File: src/rtl/ipl_pkg.sv
package ipl_pkg;

    localparam int NUM_LEVELS = 32;
    localparam int LVL_W      = $clog2(NUM_LEVELS);
    localparam int HW_BASE    = 16;
    localparam int HW_N       = NUM_LEVELS - HW_BASE;
    localparam int SW_N       = HW_BASE - 1;

    typedef logic [LVL_W-1:0] lvl_t;

    typedef enum logic [1:0] {
        LCMD_NONE  = 2'd0,
        LCMD_SET   = 2'd1,
        LCMD_RAISE = 2'd2,
        LCMD_LOWER = 2'd3
    } lcmd_e;

    // one nesting frame: the level to return to and the level the handler began at
    typedef struct packed {
        lvl_t prev;
        lvl_t entry;
    } frame_t;

    // raw target of a level command before the floor is applied
    function automatic lvl_t cmd_target(lcmd_e cmd, lvl_t cur, lvl_t val);
        lvl_t t;
        unique case (cmd)
            LCMD_SET:   t = val;
            LCMD_RAISE: t = (val > cur) ? val : cur;
            LCMD_LOWER: t = (val < cur) ? val : cur;
            default:    t = cur;
        endcase
        return t;
    endfunction

endpackage

File: src/rtl/ipl_sw_pending.sv
module ipl_sw_pending #(
    parameter int N   = 15,
    parameter int IDX_W = $clog2(N)
) (
    input  logic             clk,
    input  logic             rst,
    input  logic [N-1:0]     post,
    input  logic             clr_en,
    input  logic [IDX_W-1:0] clr_idx,
    output logic [N-1:0]     pend
);
    logic [N-1:0] clr_mask;

    always_comb begin
        clr_mask = '0;
        for (int i = 0; i < N; i++) begin
            if (clr_en && (clr_idx == IDX_W'(i))) clr_mask[i] = 1'b1;
        end
    end

    // post is applied after the clear so a same-edge post keeps the request
    always_ff @(posedge clk) begin
        if (rst) pend <= '0;
        else     pend <= (pend & ~clr_mask) | post;
    end
endmodule

File: src/rtl/ipl_pick.sv
module ipl_pick
    import ipl_pkg::*;
(
    input  logic [NUM_LEVELS-1:0] req,
    input  lvl_t                  cur,
    output logic                  valid,
    output lvl_t                  level
);
    logic any;

    always_comb begin
        any   = 1'b0;
        level = '0;
        for (int i = 1; i < NUM_LEVELS; i++) begin
            if (req[i]) begin
                any   = 1'b1;
                level = LVL_W'(i);
            end
        end
        valid = any && (level > cur);
    end
endmodule

File: src/rtl/ipl_frame_stack.sv
module ipl_frame_stack
    import ipl_pkg::*;
#(
    parameter int DEPTH   = 32,
    parameter int DEPTH_W = $clog2(DEPTH + 1),
    parameter int ADDR_W  = $clog2(DEPTH)
) (
    input  logic               clk,
    input  logic               rst,
    input  logic               push,
    input  logic               pop,
    input  frame_t             push_frame,
    output frame_t             top_frame,
    output logic               empty,
    output logic [DEPTH_W-1:0] count
);
    frame_t mem [DEPTH];
    logic   full;
    logic [ADDR_W-1:0] wr_addr;
    logic [ADDR_W-1:0] rd_addr;

    assign full    = (count == DEPTH_W'(DEPTH));
    assign empty   = (count == '0);
    assign wr_addr = ADDR_W'(count);
    assign rd_addr = ADDR_W'(count - DEPTH_W'(1));
    assign top_frame = mem[rd_addr];

    always_ff @(posedge clk) begin
        if (rst) begin
            count <= '0;
        end else if (push && !full) begin
            count <= count + DEPTH_W'(1);
        end else if (pop && !empty) begin
            count <= count - DEPTH_W'(1);
        end
    end

    always_ff @(posedge clk) begin
        if (push && !full) mem[wr_addr] <= push_frame;
    end
endmodule

File: src/rtl/ipl_arbiter.sv
module ipl_arbiter
    import ipl_pkg::*;
#(
    parameter int STACK_DEPTH = 32,
    localparam int DEPTH_W    = $clog2(STACK_DEPTH + 1),
    localparam int SW_IDX_W   = $clog2(SW_N)
) (
    input  logic               clk,
    input  logic               rst,
    input  logic [HW_N-1:0]    hw_req,
    input  logic [SW_N-1:0]    sw_post,
    input  logic               irq_ack,
    input  logic               rti,
    input  logic [1:0]         lvl_cmd,
    input  logic [LVL_W-1:0]   lvl_value,
    output logic               irq_valid,
    output logic [LVL_W-1:0]   irq_level,
    output logic [LVL_W-1:0]   cur_level,
    output logic [DEPTH_W-1:0] nest_depth,
    output logic               lower_err,
    output logic               pop_underflow
);
    logic [SW_N-1:0]       sw_pend;
    logic [NUM_LEVELS-1:0] req_vec;
    logic                  pick_valid;
    lvl_t                  pick_level;
    frame_t                top_frame;
    frame_t                push_frame;
    logic                  stk_empty;
    logic                  do_push;
    logic                  do_pop;
    logic                  accept;
    logic                  sw_clr;
    lvl_t                  floor_lvl;
    lvl_t                  nxt_level;
    lvl_t                  target;
    logic                  nxt_lerr;
    logic                  nxt_uflow;
    lcmd_e                 cmd;

    assign cmd = lcmd_e'(lvl_cmd);

    // level map: 0 never requested, 1..HW_BASE-1 software, HW_BASE.. hardware
    assign req_vec[0] = 1'b0;
    for (genvar g = 1; g < NUM_LEVELS; g++) begin : g_map
        if (g < HW_BASE) begin : g_sw
            assign req_vec[g] = sw_pend[g-1];
        end else begin : g_hw
            assign req_vec[g] = hw_req[g-HW_BASE];
        end
    end

    ipl_pick u_pick (
        .req   (req_vec),
        .cur   (cur_level),
        .valid (pick_valid),
        .level (pick_level)
    );

    assign accept = irq_ack && pick_valid;
    assign sw_clr = accept && (pick_level < lvl_t'(HW_BASE));

    ipl_sw_pending #(.N(SW_N), .IDX_W(SW_IDX_W)) u_swp (
        .clk     (clk),
        .rst     (rst),
        .post    (sw_post),
        .clr_en  (sw_clr),
        .clr_idx (SW_IDX_W'(pick_level - lvl_t'(1))),
        .pend    (sw_pend)
    );

    assign push_frame.prev  = cur_level;
    assign push_frame.entry = pick_level;

    ipl_frame_stack #(.DEPTH(STACK_DEPTH), .DEPTH_W(DEPTH_W)) u_stk (
        .clk        (clk),
        .rst        (rst),
        .push       (do_push),
        .pop        (do_pop),
        .push_frame (push_frame),
        .top_frame  (top_frame),
        .empty      (stk_empty),
        .count      (nest_depth)
    );

    assign floor_lvl = stk_empty ? lvl_t'(0) : top_frame.entry;
    assign target    = cmd_target(cmd, cur_level, lvl_value);

    always_comb begin
        nxt_level = cur_level;
        nxt_lerr  = 1'b0;
        nxt_uflow = 1'b0;
        do_push   = 1'b0;
        do_pop    = 1'b0;
        if (accept) begin
            do_push   = 1'b1;
            nxt_level = pick_level;
        end else if (rti) begin
            if (stk_empty) begin
                nxt_uflow = 1'b1;
            end else begin
                do_pop    = 1'b1;
                nxt_level = top_frame.prev;
            end
        end else if (cmd != LCMD_NONE) begin
            if (target < floor_lvl) begin
                nxt_level = floor_lvl;
                nxt_lerr  = 1'b1;
            end else begin
                nxt_level = target;
            end
        end
    end

    always_ff @(posedge clk) begin
        if (rst) begin
            cur_level     <= lvl_t'(NUM_LEVELS - 1);
            lower_err     <= 1'b0;
            pop_underflow <= 1'b0;
        end else begin
            cur_level     <= nxt_level;
            lower_err     <= nxt_lerr;
            pop_underflow <= nxt_uflow;
        end
    end

    assign irq_valid = pick_valid;
    assign irq_level = pick_level;
endmodule

File: config.mk
export PLATFORM = sky130hd
export DESIGN_NAME = ipl_arbiter
export DESIGN_NICKNAME = d
export VERILOG_FILES = /design/src/rtl/ipl_pkg.sv /design/src/rtl/ipl_sw_pending.sv /design/src/rtl/ipl_pick.sv /design/src/rtl/ipl_frame_stack.sv /design/src/rtl/ipl_arbiter.sv
export SDC_FILE = /design/constraint.sdc
export NUM_CORES = 1
export LEC_CHECK = 0
export CORE_ASPECT_RATIO = 1.2
export CORE_MARGIN = 3
export CORE_UTILIZATION = 50
export CTS_CLUSTER_DIAMETER = 30
export DETAILED_ROUTE_END_ITERATION = 8
export PLACE_DENSITY_LB_ADDON = 0.05
export SYNTH_ARGS = -nofsm -noshare
export SYNTH_HDL_FRONTEND = slang
export SYNTH_SLANG_ARGS = --single-unit
File: constraint.sdc
create_clock -name clk -period 12 [get_ports clk]
set_input_delay 2.4 -clock clk [delete_from_list [all_inputs] [get_ports clk]]
set_output_delay 2.4 -clock clk [all_outputs]
set_load 0.02 [all_outputs]
==> metrics.md <==
| Metric | Value |
|---|---|
| Post-synthesis adder-cell area fraction | `1.606%` |
| Switching pwr | `1.482 mW` |
| Path class of the lowest-slack min-delay path | `reg -> reg` |
| Static leakage | `5.908 nW` |
| Max-slew violation count | `0` |
| Status | `finished, final reports clean` |
| Simple-Gate Fraction of Synth Area | `6.253%` |
| Crit Path Category | `in -> out` |
| Ports placed on the boundary | `61` |
| Gate power share | `31.8%` |
| Number of antenna repair diodes | `0` |
| Most frequent standard cell in the layout excluding fill and tap cells | `sky130_fd_sc_hd__edfxtp_1` |
| Final instance area | `17760 um2` |
| Post-cts gate resize count | `0` |
| DRC viols | `0` |
| Std cell rows | `68` |
| Clock share of power | `35.2%` |
| Maximum clock skew at final layout | `18.54 ps` |
| Main combinational cell family by area after synthesis | `multiplexers` |
| Final Wtd Congestion | `0.8671` |
| Post-placement worst setup slack | `3450 ps` |
| Fin. Hold Viols | `0` |
| Net count of the mapped netlist | `913` |
| CTS tree | `yes` |
| Post-detailed-route wirelength per cell | `25.75 um` |
| CP bufs+invs | `3` |
| Final TNS setup | `0 ps` |
| Die width | `163.1 um` |
| CP Launch Type | `input pin` |
| Post-CTS Setup Inserts | `0` |
| Global routing usage summed across all routing layers | `23.01%` |
| Die extent in y | `194.5 um` |
| Area of placed instances | `15840 um2` |
| Total of warnings raised by yosys | `0` |
| Flop pwr share | `33.0%` |
| Via count of the routed design | `8349` |
| Cell-internal power | `3.050 mW` |
| Switching share of power | `32.70%` |
| Setup violation total in the final timing report | `0` |
| Biggest fanout along the worst timing path | `41` |
| Required time reported for the critical path endpoint | `9600 ps` |
| Number of enable flip-flop cells after synthesis | `320` |
| Synthesis-stage register bit count | `348` |
| Root Buffer Master | `sky130_fd_sc_hd__clkbuf_16` |
| Post-route setup slack | `3413 ps` |
| Synthesized instance count | `852` |
| Maximum frequency from static timing analysis | `116.5 MHz` |
| Most frequent cells in the layout | `sky130_fd_sc_hd__edfxtp_1 (320), sky130_fd_sc_hd__mux4_2 (93), sky130_fd_sc_hd__nor2_1 (75)` |
| Clk sink count | `348` |
| Period utilisation layout | `71.56%` |
| Post-synthesis async set-or-reset flop share | `0%` |
| Unrepaired setup endpoints after global routing | `no` |
| Worst-path clk slew | `50 ps` |
| Number of vias per cell after detailed routing | `6.041` |
| Share of the synthesized area in compound gates (AO/OA/AOI/OAI) | `5.138%` |
| Antenna violations before repair | `0` |
| Overflow left after global routing | `0` |
| Crit. End Element | `output port` |
| Detailed placer's ending HPWL | `22160 um` |
| Library cell with the largest summed area after synthesis | `sky130_fd_sc_hd__edfxtp_1` |
| Area share of the leading cell type in the synthesized netlist | `64.90%` |
| Max Root-Sink Buffers | `3` |
| Slew @ Worst Pin | `1223 ps` |
| Total Die Area | `31720 um2` |
| Max-capacitance violation count | `0` |
| Slew headroom | `18.14%` |
| Nets | `1012` |
| Final ANT Viol Nets | `0` |
| Synth top area cells | `sky130_fd_sc_hd__edfxtp_1 (65%), sky130_fd_sc_hd__mux4_2 (14%), sky130_fd_sc_hd__dfxtp_1 (3.8%)` |
| Starting DRT DRC Count | `644` |
| Worst IR Drop VDD | `0.1500 mV` |
| Clk Latency, worst-skew pair | `570 ps` |
| Top cell family by delay on the critical path | `buffers and inverters` |
| Count of port buffers added during placement | `60` |
| Cells along the critical path | `clkdlybuf4s50_1 -> nor4_1 -> o211ai_1 -> and3_1 -> inv_2 -> ha_1 -> o211ai_1 -> a2bb2oi_1 -> and2_1 -> clkdlybuf4s50_1` |
| Mux contribution to synthesized area | `15.48%` |
| Critical-path cell with the highest stage delay | `sky130_fd_sc_hd__inv_2` |
| Final Routed Wirelength | `35580 um` |
| Pwr dens | `255.2 nW/um2` |
| Maximum number of pins on one net before global-route repair | `55` |
| Slowest cell delay on critical path | `600 ps` |
| Share of cells above drive strength 1 | `22.07%` |
| Number of buffers inserted for hold repair after clock tree synthesis | `0` |
| Starting utilization of the core area | `51.04%` |
| Per-instance average area after synthesis | `17.38 um2` |
| Placeable core region | `29010 um2` |
| Final min period | `8587 ps` |
| Primary FF master, synth | `sky130_fd_sc_hd__edfxtp_1` |
| Netlist Area Pre-Place | `14810 um2` |
| Detailed-routing iteration count for the pre-antenna-repair pass | `5` |
| Worst Path Arrival | `6190 ps` |
| Vias in the first global route | `8792` |
| H-tree depth reported by CTS | `2` |
| Growth of design area from synthesis to finish | `19.93%` |
| Register area share after synthesis | `68.68%` |
| Post-synthesis xor/xnor area fraction | `0.7436%` |
| First-pass GRT wire length | `54320 um` |
| Total clock buffers created by CTS | `57` |
| Unique cell type count in the Yosys netlist | `66` |
per-layer routing:
layer | share of wire, % | up-vias | global-route usage [%]
met5 | 0 | - | 0
met4 | 2.0 | 0 | 6.236
met3 | 6.8 | 60 | 4.647
met2 | 50 | 334 | 37.54
met1 | 41 | 4290 | 32.00
li1 | - | 3665 | -
worst paths after layout:
path / from / cells after the start / slack (ps) / to
max: hw_req[0] / 10 / 3410 / irq_valid
min: u_swp.pend[3] / 2 / 500 / u_swp.pend[3]
min reg2reg: u_swp.pend[3] / 2 / 500 / u_swp.pend[3]
max reg2reg: u_stk.count[0] / 17 / 6250 / cur_level[1]
worst reg2reg max path, cell delays in order (launching register included):
cell	delay (ps)
sky130_fd_sc_hd__dfxtp_4	880
sky130_fd_sc_hd__inv_1	320
sky130_fd_sc_hd__ha_4	640
sky130_fd_sc_hd__buf_4	720
sky130_fd_sc_hd__mux4_2	520
sky130_fd_sc_hd__nand2_1	100
sky130_fd_sc_hd__a31oi_1	130
sky130_fd_sc_hd__o21a_1	230
sky130_fd_sc_hd__a221oi_1	480
sky130_fd_sc_hd__ha_1	240
sky130_fd_sc_hd__a21o_1	110
sky130_fd_sc_hd__a21oi_1	60
sky130_fd_sc_hd__o21bai_1	260
sky130_fd_sc_hd__a41oi_1	180
sky130_fd_sc_hd__a31oi_4	310
sky130_fd_sc_hd__nor3b_1	230
sky130_fd_sc_hd__a311o_1	140
sky130_fd_sc_hd__a31oi_1	80
stage by stage:
step / cells / utilization, % / hold WS, ps / power [mW]
finish: 1382 / 61.20 / 497.5 / 4.532
global route: 1382 / 61.20 / 519.1 / 4.740
CTS: 1382 / 61.20 / 499.5 / 4.567
detailed placement: 1277 / 54.61 / 488.0 / 2.966
global placement: 1277 / 54.61 / 499.8 / 2.944
floorplan: 852 / - / 466.4 / 2.498
Yosys cell counts, drive strengths merged, types with 10 or more instances:
master  instances
a21oi          18
a311oi         12
a31oi          10
buf            22
clkbuf         10
dfxtp          28
edfxtp        320
ha             19
inv            32
mux2i          10
mux4           95
nand2          55
nand3          10
nor2           75
nor3           11
nor4           10
power by group through the flow:
stage	Combinational (mW)	Clock, mW	Sequential, mW
finish	1.44	1.59	1.50
global route	1.55	1.68	1.51
CTS	1.45	1.62	1.50
detailed placement	1.44	0	1.52
global placement	1.42	0	1.52
floorplan	0.977	0	1.52
final cells by class:
cell class / instances / area (um2)
Clock buffer: 61 / 1441
Clock inverter: 44 / 473.0
Fill cell: 2138 / 11260
Inverter: 32 / 120.1
Multi-Input combinational cell: 439 / 4369
Sequential cell: 348 / 10170
Tap cell: 385 / 481.7
Timing Repair Buffer: 73 / 698.2
cell families (layout without fill, tap and decap cells):
group	Yosys count	count (layout)
AOI/OAI and AO/OA	102	102
xor gates and xnor gates	10	10
adders and majority gates	19	19
buffers and inverters	65	210
DFF	348	348
muxes	109	109
and+or+nand+nor	199	199
state kept, by name (all words and copies together) (netlist names):
register	count
u_swp.pend	15
lower_err	1
u_stk.count	6
cur_level	5
pop_underflow	1
u_stk.mem	320
Power figures use the tool's default switching activity.
